==> src/rtl/gwr_pkg.sv <==
package gwr_pkg;
  localparam int unsigned WORD_BITS = 8;
  localparam int unsigned CODE_BITS = 7;
  localparam int unsigned FINE_BITS = 3;
  localparam int unsigned COARSE_BITS = CODE_BITS - FINE_BITS;
  localparam int unsigned MAX_VALID = 71;
  localparam int unsigned CNT_BITS = $clog2(WORD_BITS) + 1;
endpackage

==> src/rtl/gwr_sync.sv <==
module gwr_sync #(
  parameter int unsigned N = 3
) (
  input  logic         clk_i,
  input  logic         rst_ni,
  input  logic [N-1:0] pin_i,
  input  logic [N-1:0] rst_val_i,
  output logic [N-1:0] lvl_o,
  output logic [N-1:0] rise_o,
  output logic [N-1:0] fall_o
);
  for (genvar i = 0; i < N; i++) begin : g_pin
    logic s1_q, s2_q, d_q;
    always_ff @(posedge clk_i or negedge rst_ni) begin
      if (!rst_ni) begin
        s1_q <= rst_val_i[i];
        s2_q <= rst_val_i[i];
        d_q  <= rst_val_i[i];
      end else begin
        s1_q <= pin_i[i];
        s2_q <= s1_q;
        d_q  <= s2_q;
      end
    end
    assign lvl_o[i]  = s2_q;
    assign rise_o[i] = s2_q & ~d_q;
    assign fall_o[i] = ~s2_q & d_q;
  end
endmodule

==> src/rtl/gwr_shifter.sv <==
module gwr_shifter
  import gwr_pkg::*;
(
  input  logic                 clk_i,
  input  logic                 rst_ni,
  input  logic                 en_lvl_i,
  input  logic                 en_rise_i,
  input  logic                 en_fall_i,
  input  logic                 sclk_rise_i,
  input  logic                 sdat_i,
  output logic [CODE_BITS-1:0] code_o,
  output logic                 cnt_err_o
);
  localparam logic [CNT_BITS-1:0] CNT_MAX  = '1;
  localparam logic [CNT_BITS-1:0] CNT_WORD = CNT_BITS'(WORD_BITS);

  logic [CODE_BITS-1:0] sreg_q, gain_q;
  logic [CNT_BITS-1:0]  cnt_q;
  logic                 err_q;
  logic                 shift_en;

  assign shift_en = ~en_lvl_i & sclk_rise_i;

  always_ff @(posedge clk_i or negedge rst_ni) begin
    if (!rst_ni) begin
      sreg_q <= '0;
      cnt_q  <= '0;
    end else if (en_fall_i) begin
      cnt_q  <= '0;
    end else if (shift_en) begin
      sreg_q <= {sreg_q[CODE_BITS-2:0], sdat_i};
      if (cnt_q != CNT_MAX) cnt_q <= cnt_q + 1'b1;
    end
  end

  always_ff @(posedge clk_i or negedge rst_ni) begin
    if (!rst_ni) begin
      gain_q <= '0;
      err_q  <= 1'b0;
    end else if (en_rise_i) begin
      gain_q <= sreg_q;
      err_q  <= (cnt_q != CNT_WORD);
    end
  end

  assign code_o    = gain_q;
  assign cnt_err_o = err_q;

  p_hold_r2: assert property (@(posedge clk_i) disable iff (!rst_ni)
    !en_rise_i |=> $stable(gain_q));
  p_no_shift_r5: assert property (@(posedge clk_i) disable iff (!rst_ni)
    en_lvl_i |=> $stable(sreg_q));
  p_cnt_clear_r3: assert property (@(posedge clk_i) disable iff (!rst_ni)
    en_fall_i |=> (cnt_q == '0));
  p_err_stable_r8: assert property (@(posedge clk_i) disable iff (!rst_ni)
    !en_rise_i |=> $stable(err_q));
endmodule

==> src/rtl/gwr_decode.sv <==
module gwr_decode
  import gwr_pkg::*;
(
  input  logic [CODE_BITS-1:0]   code_i,
  output logic [COARSE_BITS-1:0] coarse_o,
  output logic [FINE_BITS-1:0]   fine_o,
  output logic                   valid_o
);
  assign fine_o   = code_i[FINE_BITS-1:0];
  assign coarse_o = code_i[CODE_BITS-1:FINE_BITS];
  assign valid_o  = (32'(code_i) <= MAX_VALID);

  // each coarse step spans eight vernier steps; the valid range ends inside coarse step 8
  always_comb begin
    a_valid_coarse_r7: assert (!valid_o || (32'(coarse_o) <= MAX_VALID / 8));
  end
endmodule

==> src/rtl/gain_word_rx.sv <==
module gain_word_rx
  import gwr_pkg::*;
(
  input  logic       clk_i,
  input  logic       rst_ni,
  input  logic       sen_ni,
  input  logic       sdat_i,
  input  logic       sclk_i,
  output logic [6:0] gain_code_o,
  output logic [3:0] coarse_step_o,
  output logic [2:0] fine_step_o,
  output logic       code_valid_o,
  output logic       bit_cnt_err_o
);
  localparam int unsigned P_EN = 0, P_DAT = 1, P_CLK = 2;

  logic [2:0] lvl, rise, fall;
  logic [CODE_BITS-1:0] code;

  gwr_sync #(.N(3)) u_sync (
    .clk_i    (clk_i),
    .rst_ni   (rst_ni),
    .pin_i    ({sclk_i, sdat_i, sen_ni}),
    .rst_val_i(3'b001),
    .lvl_o    (lvl),
    .rise_o   (rise),
    .fall_o   (fall)
  );

  gwr_shifter u_shift (
    .clk_i      (clk_i),
    .rst_ni     (rst_ni),
    .en_lvl_i   (lvl[P_EN]),
    .en_rise_i  (rise[P_EN]),
    .en_fall_i  (fall[P_EN]),
    .sclk_rise_i(rise[P_CLK]),
    .sdat_i     (lvl[P_DAT]),
    .code_o     (code),
    .cnt_err_o  (bit_cnt_err_o)
  );

  gwr_decode u_dec (
    .code_i  (code),
    .coarse_o(coarse_step_o),
    .fine_o  (fine_step_o),
    .valid_o (code_valid_o)
  );

  assign gain_code_o = code;

  p_rst_code_r1: assert property (@(posedge clk_i) disable iff (!rst_ni)
    $rose(rst_ni) |-> (gain_code_o == '0));
endmodule

==> config.mk <==
export PLATFORM = sky130hd
export DESIGN_NAME = gain_word_rx
export DESIGN_NICKNAME = d
export VERILOG_FILES = /design/src/rtl/gwr_pkg.sv /design/src/rtl/gwr_sync.sv /design/src/rtl/gwr_shifter.sv /design/src/rtl/gwr_decode.sv /design/src/rtl/gain_word_rx.sv
export SDC_FILE = /design/constraint.sdc
export NUM_CORES = 1
export LEC_CHECK = 0
export BUFFER_PORTS_ARGS = -buffer_cell sky130_fd_sc_hd__buf_4
export CORE_UTILIZATION = 40
export DETAILED_ROUTE_END_ITERATION = 10
export PLACE_DENSITY = 0.7
export SLEW_MARGIN = 20
export SYNTH_ARGS = -nofsm -noshare
export SYNTH_HDL_FRONTEND = slang
export SYNTH_SLANG_ARGS = --single-unit
==> constraint.sdc <==
create_clock -name clk_i -period 2.05 [get_ports clk_i]
set_input_delay 0.205 -clock clk_i [delete_from_list [all_inputs] [get_ports clk_i]]
set_output_delay 0.205 -clock clk_i [all_outputs]
set_load 0.005 [all_outputs]
==> results of run 1 <==
==> cell type report <==
cell class	count	area share (%)
multi-input combinational	38	26.5
sequential	27	51.9
tap	30	2.87
inverter	6	1.72
timing repair buffer	25	15.1
clock buffer	4	2.01
==> synthesized netlist by cell type, types with 2 or more instances <==
cell,n,area (um2)
dfstp_2,3,78.8
inv_1,6,22.5
mux2_2,14,158
ha_1,2,25.0
nand3_1,4,20.0
a21oi_1,2,10.0
buf_4,7,52.6
nor2b_1,2,12.5
dfrtp_1,24,601
==> layer usage <==
metal	up-vias	GRT usage (%)	share of wire (%)
li1	316	-	-
met3	4	3.33	3.2
met5	-	0	0
met4	0	7.69	2.2
met1	335	13.9	42
met2	18	21.3	52
==> cells by family (layout without fill, tap and decap cells) <==
kind of cell	count (synthesis)	count (layout)	synth area share, %
compound gates	11	11	8.00
fa+ha+maj	2	2	2.25
buf+inv	15	35	7.66
flops	27	27	61.1
mux	14	14	14.2
simple gates	11	11	6.76
==> power by group through the flow <==
stage	sequential (mW)	combinational, mW	clock (mW)
detailed placement	0.734	0.296	0
global placement	0.727	0.292	0
CTS	0.723	0.303	0.236
global route	0.740	0.330	0.252
finish	0.722	0.299	0.221
floorplan	0.714	0.194	0
==> sequential cells by signal (all words and copies together), names as in the netlist <==
signal / cells
u_sync.g_pin.d_q: 2
u_shift.sreg_q: 7
u_shift.cnt_err_o: 1
u_sync.g_pin.s1_q: 3
u_shift.code_o: 7
u_sync.g_pin.s2_q: 3
u_shift.cnt_q: 4
==> metrics by stage <==
| stage | cell area, um2 | cells | hold WS (ns) | worst slack [ns] | power, mW |
|---|---|---|---|---|---|
| finish | 1310 | 130 | 0.306 | 0.517 | 1.24 |
| global route | 1310 | 130 | 0.317 | 0.458 | 1.32 |
| CTS | 1310 | 130 | 0.305 | 0.504 | 1.26 |
| detailed placement | 1240 | 122 | 0.134 | 0.531 | 1.03 |
| global placement | 1240 | 122 | 0.131 | 0.572 | 1.02 |
| floorplan | 1110 | 80 | -0.0906 | 0.584 | 0.908 |
==> worst max path at each step <==
stage,from,depth (start not counted),end,slack [ns]
after floorplan,u_sync.g_pin[0].s2_q$_DFF_PN1_,3,u_shift.sreg_q[0]$_DFFE_PN0P_,0.58
after global routing,u_sync.g_pin[2].d_q$_DFF_PN0_,2,u_shift.sreg_q[1]$_DFFE_PN0P_,0.46
after detailed placement,u_sync.g_pin[2].d_q$_DFF_PN0_,2,u_shift.sreg_q[1]$_DFFE_PN0P_,0.53
after global placement,u_sync.g_pin[2].d_q$_DFF_PN0_,2,u_shift.sreg_q[0]$_DFFE_PN0P_,0.57
final,u_sync.g_pin[2].d_q$_DFF_PN0_,2,u_shift.sreg_q[1]$_DFFE_PN0P_,0.52
after CTS,u_sync.g_pin[2].d_q$_DFF_PN0_,2,u_shift.sreg_q[1]$_DFFE_PN0P_,0.50
==> critical path, stage by stage, from the launching register on <==
cell     delay (ns)
dfrtp_1        0.44
nor4b_4        0.59
mux2_2         0.40
==> impl.org, run 1 <==
** Yosys
- Post-synthesis average cell area :: 13.9 um2
- During synthesis, Yosys emitted a total of 0 warnings.
- Sequential cells were found to cover 61.1% of the synthesized design area.
- Synthesized instance count :: 80
- Top_reg_cell synth :: dfrtp_1
- In this run, synthesis produced a sequential element count of 27.
- Synthesized net count :: 87
- Of all flip-flops after synthesis, the portion carrying an async set or reset was 100%.
- Summing every instance area after synthesis gives 1110 um2.
- Yosys mapped a number of flops with a built-in enable equal to 0.
- Synthesis instantiated 25 different standard cells from the library.

** Route
- For this block, the routed nets add up to approximately 1700 um of wire.
- Using the TritonRoute via totals, the vias-per-cell ratio works out to 5.18.
- Once detail routing completed, the nets flagged for antenna violations numbered 0.
- After the first detailed-routing iteration, the DRC count stood at 6.
- Via count :: 673
- After detailed routing, the number of remaining DRC violations is 0.
- Dividing the detail-routed wire length by the instance count gives approximately 13 um.
- For this run, the detailed router's first-pass iteration total came to 4.

** STA
- Worst relative slew slack :: 61.2%
- Setup violations remaining at the end of the flow were counted as 0.
- Actual transition at the worst max-transition pin :: 0.579 ns
- Counting I/O delays and the setup requirement, the final critical path takes ~1.5 ns.
- RSZ-0062 raised after global routing :: no
- Layout Skew :: between 0.006 and 0.007 ns
- The number of endpoints with negative hold slack in the final report is 0.
- The max-slew violation count was 0.
- In the final timing run, aggregate negative setup slack is 0 ns.
- Highest clock frequency the design can meet :: about 650 MHz
- Period utilisation layout :: 74.8%

** Power
- Internal Power :: 0.909 mW
- Sequential Power Share :: 58.1%
- Net load switching power :: between 0.3 and 0.4 mW
- Combinational cells account for between 20% and 30% of the total power.
- The share of total power dissipated in the clock network is 17.8%.
- The worst-case IR drop observed on VDD is 0.746 mV.
- Pwr/cell area :: 948 nW/um2
- Summed over all cells, the static leakage comes to 0.628 nW.
- Proportion of total power due to net switching :: 26.9%

** CTS
- In this run the number of H-tree levels came out at 1.
- CTS saw 27 sinks.
- Hold_buf cts :: 4
- The number of clock buffers added by TritonCTS is 3.
- CTS-repair resized insts :: 0
- CTS Root Buffer Type :: clkbuf_4
- The longest clock path from root to sink contains 2 buffers.
- At the later pin of the worst-skew pair, clock insertion delay measures 0.32 ns.
- Clock-pin slew reported for the worst setup and hold paths after clock tree synthesis :: 0.13 ns
- TritonCTS built the clock tree.
- Post-CTS Setup Inserts :: 0

** Cells and area
- Layout Nets :: between 100 and 150
- Area growth from synthesis to layout :: 17.9%
- The post-route netlist has 43.0% of its cells at a drive strength greater than 1.
- Once layout is complete, the utilization of the core stands at between 50% and 60%.
- Fill cell total of the finished layout :: roughly 220
- The library cell used most frequently in the layout, excluding fill and tap cells, is dfrtp_1.
- Ant. Diodes :: 0
- Area used by sequential logic in the layout :: 679 um2
- In the layout the commonest cells are dfrtp_1 (24), buf_4 (21), mux2_2 (14), inv_1 (6).
- In the final layout, the multi-input gates occupy 347 um2.

** Worst setup path
- At the worst endpoint, the required time is 2.27 ns.
- The startpoint identified for the worst register-to-register timing path is u_sync.g_pin[2].d_q$_DFF_PN0_.
- Data arrival, critical path :: 1.75 ns
- The worst setup path is captured at a flip-flop.
- Largest driver fanout on the critical path :: 9
- Worst Reg-to-Reg Cells :: 2
- Minimum setup slack among reg-to-reg paths :: around 0.52 ns
- Worst Setup Start Kind :: flip-flop
- Capturing point of the worst reg2reg path :: u_shift.sreg_q[1]$_DFFE_PN0P_
- Category of the most critical setup path :: reg2reg

** Outcome
- Outcome :: completed

** Placed design
- After legalization and detailed placement, the total HPWL measured approximately 1200 um.
- Routability-driven placement finished with a final weighted congestion of 0.738.
- In this run the tool buffered the top-level ports with 20 buffer cells.

** Job
- Max-capacitance violation count :: 0

** Die
- The floorplan step set the die height to ~55 um.
- The die covers between 2000 and 3000 um2.
- Count of boundary I/O pins :: 21
- The core region is 2540 um2.
- Width of the chip :: 54.7 um
- Once the floorplan was initialized, standard cells occupied 43.7% of the core.
- Cell Rows :: 18

** Worst hold path
- Worst min-delay path class :: in2async

** Global routing
- First-pass GRT wire length :: 2530 um
- Pin count of the biggest net entering global routing :: 28
- In the global route stage, overall resource usage came out at 12.6%.
- Antenna violations before repair :: 0
- After global routing the overflow that remains totals 0.
- Number of global-route vias before repair :: ~580
Power figures use the tool's default switching activity.
==> inputs of run 2 (changes only) <==
--- a/config.mk
+++ b/config.mk
@@ -5,10 +5,11 @@
 export SDC_FILE = /design/constraint.sdc
 export NUM_CORES = 1
 export LEC_CHECK = 0
+export ABC_AREA = 1
 export BUFFER_PORTS_ARGS = -buffer_cell sky130_fd_sc_hd__buf_4
 export CORE_UTILIZATION = 40
 export DETAILED_ROUTE_END_ITERATION = 10
-export PLACE_DENSITY = 0.7
+export PLACE_DENSITY = 0.72
 export SLEW_MARGIN = 20
 export SYNTH_ARGS = -nofsm -noshare
 export SYNTH_HDL_FRONTEND = slang
==> constraint.sdc (replaced) <==
create_clock -name clk_i -period 1.34 [get_ports clk_i]
set_input_delay 0.134 -clock clk_i [delete_from_list [all_inputs] [get_ports clk_i]]
set_output_delay 0.134 -clock clk_i [all_outputs]
set_load 0.005 [all_outputs]
==> impl.org, run 2 <==
** Route
- DRC violations left :: 0 (unchanged)
- The wire length reported by the detailed router is 1910 um (+13%).
- Final antenna-violating net count :: 0 (unchanged)
- The number of iterations in the first detailed-routing pass is 4 (unchanged).
- Initial drt markers :: 11 (+5)
- Via count :: 768 (+14%)
- The average wire length per cell after detail routing was 11.9 um (-9.0%).
- The vias per cell is 4.77 (-7.9%).

** Outcome
- The flow ran to the end, and the final reports show no timing, DRC or antenna violations.

** Placed design
- The post-DP HPWL came to 1290 um (+11%).
- Number of buffers added on ports :: 20 (unchanged)
- Placed Instances :: 151 (+24%)
- Pre-CTS WS :: 0.119 ns (-0.412 ns)
- Post-placement cell area :: 1230 um2 (-1.0%)
- The routability-driven placement congestion ratio was 0.709 (-4.0%).

** Yosys
- The largest total area in the synthesized netlist belongs to dfrtp_1.
- The commonest cells after synthesis are nand2_1 (26), dfrtp_1 (24), o21ai_1 (16), inv_1 (11), buf_4 (8).
- The number of library cell types mapped by synthesis came to 20 (-20%).
- Netlist Area Pre-Place :: 1110 um2 (+0.34%)
- Top_reg_cell synth :: dfrtp_1
- The sequential fraction of the synthesis area came to 60.9% (-0.21 points).
- Synthesized net count :: 117 (+34%)
- Synth top area cells :: dfrtp_1 (54%), nand2_1 (8.8%), o21ai_1 (7.2%)
- Post-synth EDFFs :: 0 (unchanged)
- The cell count after synthesis came to 110 (+38%).
- Post-synthesis average cell area :: 10.1 um2 (-27%)
- The synthesis warning total came to 0 (unchanged).
- Synth top area share :: 53.9% (-0.18 points)
- Most repeated cell in the gate-level netlist after synthesis :: nand2_1
- Count of state elements after synthesis :: 27 (unchanged)
- Asr flop ratio synth :: 100% (unchanged)

** STA
- The slew at the pin closest to its max-slew limit was 0.338 ns (-0.241 ns).
- The number of endpoints with negative hold slack in the final report came to 0 (unchanged).
- The worst path uses 94.5% of the clock period.
- Final setup violation count :: 0 (unchanged)
- The max-slew violation count came to 0 (unchanged).
- For the finished layout, the period the worst path requires is 1.27 ns.
- Hold WS :: 0.231 ns (-0.0749 ns)
- Derived from the worst setup path, the maximum achievable clock frequency is 790 MHz.
- Setup repair after global routing could not meet its margin everywhere.
- Layout Skew :: 0.00520 ns (-0.000896 ns)
- Worst relative slew slack :: 77.5% (+16 points)
- The post-route worst setup slack was 0.0738 ns (-0.443 ns).

** CTS
- Clock tree from TritonCTS :: built
- In this run the clock root is driven by a clkbuf_4.
- Number of clock buffers inserted by TritonCTS :: 3 (unchanged)
- The number of H-tree branching levels is 1 (unchanged).
- The maximum clock path buffer count came to 2 (unchanged).
- The insertion delay of the later-clocked pin in the worst-skew pair came to 0.32 ns (about the same).
- Clock Sink Count :: 27 (unchanged)
- Clock-pin slew reported for the worst setup and hold paths after clock tree synthesis :: 0.14 ns (about the same)

** Worst setup path
- The worst setup path is launched from a flip-flop.
- The worst register-to-register path begins at u_sync.g_pin[0].s2_q$_DFF_PN1_.
- Cell-by-cell trace of the critical path :: o31ai_2 -> buf_4
- Worst path slowest cell :: dfrtp_1
- The endpoint identified for the worst register-to-register timing path is u_shift.code_o[4]$_DFFE_PN0P_.
- The worst setup path is captured at a primary output.
- The worst path arrival time is 1.13 ns (-0.62 ns).
- The required arrival time at the worst endpoint is 1.21 ns (-1.06 ns).
- The longest individual stage delay on the worst path was 0.44 ns (-0.15 ns).
- Minimum setup slack among reg-to-reg paths :: 0.10 ns (-0.42 ns)
- Category of the most critical setup path :: reg2out
- Largest driver fanout on the critical path :: 4 (-5)
- The worst-case reg-to-reg path depth was 5 (+3).

** Cells and area
- The share of layout cells above drive strength 1 is 29.0% (-14 points).
- Most used cells in the layout excluding fill and tap cells :: nand2_1 (26), dfrtp_1 (24), buf_4 (22), o21ai_1 (16), inv_1 (11)
- Compared with the post-synthesis result, the final layout area differs by 19.6%.
- Layout Nets :: 139 (+29%)
- The antenna diode instance count was 0 (unchanged).
- Final non-filler cell area :: 1330 um2 (+1.8%)
- Leaving out fill and tap cells, the most frequent cell in the layout is nand2_1.
- Final instance count without filler cells :: 161 (+24%)

** Die
- Vertical die dimension :: 54.8 um (+0.16%)
- The site row count came to 18 (unchanged).
- Starting Density :: 43.8% (+0.15 points)
- The number of top-level pins was 21 (unchanged).
- The floorplan die width is 54.8 um (+0.16%).
- Core area :: 2540 um2 (unchanged)
- Die Area :: 3000 um2 (+0.31%)

** Job
- Max-capacitance violation count :: 0 (unchanged)

** Worst hold path
- Worst min-delay path class :: in2async

** Power
- The share of power burned in combinational logic is 24.2% (+0.2 points).
- Internal Power :: 1.31 mW (+44%)
- The clock network fraction of design power was 18.5% (+0.7 points).
- The share of power burned in registers was 57.2% (-0.9 points).
- Net load switching power :: 0.592 mW (+78%)
- Pwr/cell area :: 1420 nW/um2 (+50%)
- Leakage power summed over all cells :: 0.638 nW (+1.6%)
- Proportion of total power due to net switching :: 31.2% (+4.3 points)
- Peak ir drop on the vdd network :: 0.811 mV (+8.7%)

** Global routing
- Antenna violations before repair :: 0 (unchanged)
- The final global-route overflow total came to 0 (unchanged).
- Number of global-route vias before repair :: 733 (+26%)
- Pin count of the biggest net entering global routing :: 28 (unchanged)
- First-pass GRT wire length :: 3130 um (+23%)
- Tot GR Track Use :: 15.3% (+2.8 points)
run 2: power groups by stage:
stage | logic (mW) | registers, mW | clock network (mW)
6_report | 0.460 | 1.09 | 0.352
5_1_grt | 0.531 | 1.11 | 0.401
4_1_cts | 0.421 | 1.08 | 0.373
3_5_place_dp | 0.414 | 1.09 | 0
3_3_place_gp | 0.394 | 1.08 | 0
2_1_floorplan | 0.272 | 1.07 | 0
run 2: critical path: cells and delay by family, from the launching register on:
family	cells	cell delay (ns)
AO/OA/AOI/OAI	1	0.24
flip-flops	1	0.44
buffers and inverters	1	0.14
run 2: cell families (layout without fill, tap and decap cells):
group,count (synthesis),count (layout),synth area share [%]
AO/OA/AOI/OAI,19,19,8.87
XOR/XNOR,1,1,0.786
adder cells (fa/ha/maj),2,2,2.24
buffers and inverters,23,44,11.1
flip-flops,27,27,60.9
AND/OR/NAND/NOR,38,38,16.0
run 2: area by class of cell:
cell class	count	area (um2)
fill	236	1210
clock buffer	3	22.5
sequential	27	679
tap	30	37.5
inverter	14	52.6
clock inverter	1	7.51
timing repair buffer	26	205
multi-input combinational	60	329
run 2: worst max path at each step:
stage,from,endpoint,cells after the start
after global routing,u_shift.code_o[3]$_DFFE_PN0P_,code_valid_o,2
after detailed placement,u_sync.g_pin[0].s2_q$_DFF_PN1_,u_shift.code_o[4]$_DFFE_PN0P_,5
after floorplan,u_sync.g_pin[0].s2_q$_DFF_PN1_,u_shift.code_o[5]$_DFFE_PN0P_,6
final,u_shift.code_o[3]$_DFFE_PN0P_,code_valid_o,2
after CTS,u_shift.code_o[3]$_DFFE_PN0P_,code_valid_o,2
after global placement,u_sync.g_pin[0].s2_q$_DFF_PN1_,u_shift.code_o[0]$_DFFE_PN0P_,5
run 2: through the flow:
step	total power [mW]	utilization [%]	setup TNS [ns]
after floorplan	1.34	-	0
after global placement	1.47	48.4	0
after CTS	1.87	51.1	0
after detailed placement	1.50	48.4	0
final	1.90	52.4	0
after global routing	2.04	52.4	-0.0502
run 2: layer usage:
layer | up-vias | routed length (um) | GRT usage (%)
li1 | 385 | - | -
met3 | 8 | 68 | 2.50
met4 | 0 | 60 | 10.3
met2 | 22 | 945 | 25.1
met1 | 353 | 836 | 18.3
met5 | - | 0 | 0
run 2: repair_timing:
action                                  in CTS  in global routing
buffers inserted                             0                  2
endpoints found under the setup margin       0                  5
gates resized for setup                      0                  3
hold buffers                                 4                  0
hold endpoints to repair                    30                  0
==> inputs of run 3 (changes only) <==
--- a/config.mk
+++ b/config.mk
@@ -9,7 +9,7 @@
 export BUFFER_PORTS_ARGS = -buffer_cell sky130_fd_sc_hd__buf_4
 export CORE_UTILIZATION = 40
 export DETAILED_ROUTE_END_ITERATION = 10
-export PLACE_DENSITY = 0.72
+export PLACE_DENSITY = 0.7
 export SLEW_MARGIN = 20
 export SYNTH_ARGS = -nofsm -noshare
 export SYNTH_HDL_FRONTEND = slang
==> constraint.sdc (replaced) <==
create_clock -name clk_i -period 1.25 [get_ports clk_i]
set_input_delay 0.125 -clock clk_i [delete_from_list [all_inputs] [get_ports clk_i]]
set_output_delay 0.125 -clock clk_i [all_outputs]
set_load 0.005 [all_outputs]
==> impl.org, run 3 (synthesized netlist as in run 2, its figures left out) <==
** Route
- Post-detailed-routing wire length :: 1840 um (-3.5%)
- Via count :: 767 (-0.13%)
- Routed via count divided by cell count :: 4.65 (-2.6%)
- The detailed router's first-iteration violation count is 19 (+8).
- DR pass1 iterations :: 4 (unchanged)
- Routed wirelength normalized by instance count :: 11.2 um (-5.8%)
- The number of remaining DRC errors was 0 (unchanged).
- The number of nets still failing antenna checks after routing came to 0 (unchanged).

** Cells and area
- The antenna diode instance count is 0 (unchanged).
- The area growth from synthesis to layout is 22.8%.
- Most used cells in the layout excluding fill and tap cells :: buf_4 (26), nand2_1 (24), dfrtp_1 (23), o21ai_1 (16), inv_1 (11)
- Layout Nets :: 143 (+2.9%)
- Final non-filler cell area :: 1370 um2 (+2.6%)
- Fraction of final layout cells with drive strength greater than 1 :: 32.6% (+3.6 points)
- The count of placed standard cells in the final layout, fillers left out came to 165 (+2.5%).
- Leaving out fill and tap cells, the most frequent cell in the layout is buf_4.

** CTS
- The maximum clock path buffer count is 2 (unchanged).
- The number of buffers created by CTS was 3 (unchanged).
- TritonCTS built the clock tree.
- The number of sinks handled by clock tree synthesis is 27 (unchanged).
- CTS Root Buffer Type :: clkbuf_4
- Clock network latency to the later pin of the worst-skew pair :: 0.31 ns (about the same)
- The clock edge transition at the registers on the reported setup and hold paths came to 0.13 ns (about the same).
- H-tree depth :: 1 (unchanged)

** Worst setup path
- Critical Path Start :: u_shift.code_o[5]$_DFFE_PN0P_
- Worst Setup Start Kind :: flip-flop
- The worst register-to-register path begins at u_shift.cnt_q[1]$_DFFE_PN0P_.
- STA classifies the critical path endpoint as a primary output.
- Data arrival, critical path :: 1.10 ns (-0.03 ns)
- The maximum fanout count along the critical path came to 2 (-2).
- Crit path required time :: 1.12 ns (-0.09 ns)
- The worst setup slack for register-to-register paths came to 0.05 ns (-0.05 ns).
- Category of the most critical setup path :: reg2out

** Power
- The share of power burned in registers is 56.4% (-0.8 points).
- Internal Power :: 1.45 mW (+11%)
- Power share of the clock group :: 17.3% (-1.2 points)
- The switching share of power was 29.7% (-1.5 points).
- The power per standard cell area came to 1500 nW/um2 (+5.4%).
- Peak ir drop on the vdd network :: 0.802 mV (-1.1%)
- Net load switching power :: 0.611 mW (+3.2%)
- Leakage power summed over all cells :: 0.665 nW (+4.1%)
- Proportion of power drawn by combinational gates :: 26.3% (+2.1 points)

** Outcome
- The flow ran to the end, and the final reports show no timing, DRC or antenna violations.

** STA
- Crit path setup slack, layout :: 0.0248 ns (-0.0490 ns)
- The max-slew violation count is 0 (unchanged).
- Minimum clock period after layout :: 1.23 ns
- The number of endpoints with negative hold slack in the final report was 0 (unchanged).
- Highest clock frequency the design can meet :: 816 MHz
- Of the available clock period, the critical path in the final layout requires 98.0%.
- Final setup violation count :: 0 (unchanged)
- The clock skew after layout came to 0.00622 ns (+0.00101 ns).
- Worst relative slew slack :: 77.5% (about the same)
- Actual transition at the worst max-transition pin :: 0.338 ns (-0.0000830 ns)
- RSZ-0062 raised after global routing :: yes

** Die
- The site row count was 18 (unchanged).
- Starting Density :: 43.8% (unchanged)
- The floorplan die width was 54.8 um (unchanged).
- The core region area came to 2540 um2 (unchanged).
- The die area is 3000 um2 (unchanged).
- Vertical die dimension :: 54.8 um (unchanged)
- Count of boundary I/O pins :: 21 (unchanged)

** Global routing
- Number of global-route vias before repair :: 679 (-7.4%)
- Tot GR Track Use :: 13.9% (-1.4 points)
- The wire length of the first global-routing pass came to 2880 um (-7.7%).
- Antenna violations before repair :: 0 (unchanged)
- Remaining global-route overflow :: 0 (unchanged)
- Pin count of the biggest net entering global routing :: 28 (unchanged)

** Placed design
- Routability cong. :: 0.710 (+0.21%)
- Placed Instances :: 151 (unchanged)
- Pre-CTS WS :: 0.0295 ns (-0.0892 ns)
- Half-perimeter wire length after placement :: 1190 um (-7.5%)
- The count of port buffers added during placement came to 20 (unchanged).
- Post-placement cell area :: 1230 um2 (unchanged)

** Worst hold path
- The tightest min-delay check is of the in2async type.

** Job
- Max-capacitance violation count :: 0 (unchanged)
[run 3: area by class of cell]
class / count / area, um2
multi-input combinational: 60 / 334
fill: 211 / 1180
tap: 30 / 37.5
sequential: 27 / 681
clock buffer: 4 / 26.3
timing repair buffer: 30 / 235
inverter: 14 / 55.1
[run 3: worst paths after layout]
| path | endpoint | cells past startpoint |
|---|---|---|
| max | code_valid_o | 2 |
| min | u_sync.g_pin[2].s1_q$_DFF_PN0_ | 2 |
| max reg2reg | u_shift.cnt_q[1]$_DFFE_PN0P_ | 6 |
| min reg2reg | u_sync.g_pin[1].s2_q$_DFF_PN0_ | 0 |
| max in group asynchronous | u_sync.g_pin[0].d_q$_DFF_PN1_ | 2 |
| min in group clk_i | u_sync.g_pin[1].s2_q$_DFF_PN0_ | 0 |
[run 3: layer usage]
layer  vias up  GRT usage [%]  wire (um)  share of wire, %
li1        391              -          -                 -
met1       349           18.1        891                48
met2        25           21.7        853                46
met3         2           2.50         81               4.4
met4         0           7.69         16              0.87
met5         -              0          0                 0
[run 3: critical path, cell delays in order, from the launching register on]
cell     delay [ns]
dfrtp_1        0.41
o31ai_2        0.24
buf_4          0.14
[run 3: power by group through the flow]
stage	clock, mW	sequential, mW	combinational [mW]
finish	0.355	1.16	0.541
global route	0.404	1.18	0.615
CTS	0.375	1.15	0.468
detailed placement	0	1.17	0.435
global placement	0	1.16	0.424
floorplan	0	1.15	0.292
[run 3: timing repair]
action | in CTS | in global routing
hold buffers | 4 | 0
gates resized for setup | 0 | 8
endpoints found under the setup margin | 1 | 12
hold endpoints to repair | 30 | 0
pin swaps | 0 | 5
setup buffers | 2 | 4
[run 3: stage by stage]
stage               power [mW]  hold WS (ns)  util, %  TNS [ns]
finish                    2.06         0.240     53.8         0
global placement          1.58        0.0529     48.4         0
global route              2.20         0.251     53.8    -0.217
detailed placement        1.60        0.0561     48.4         0
floorplan                 1.44        -0.171        -         0
CTS                       1.99         0.244     51.6         0
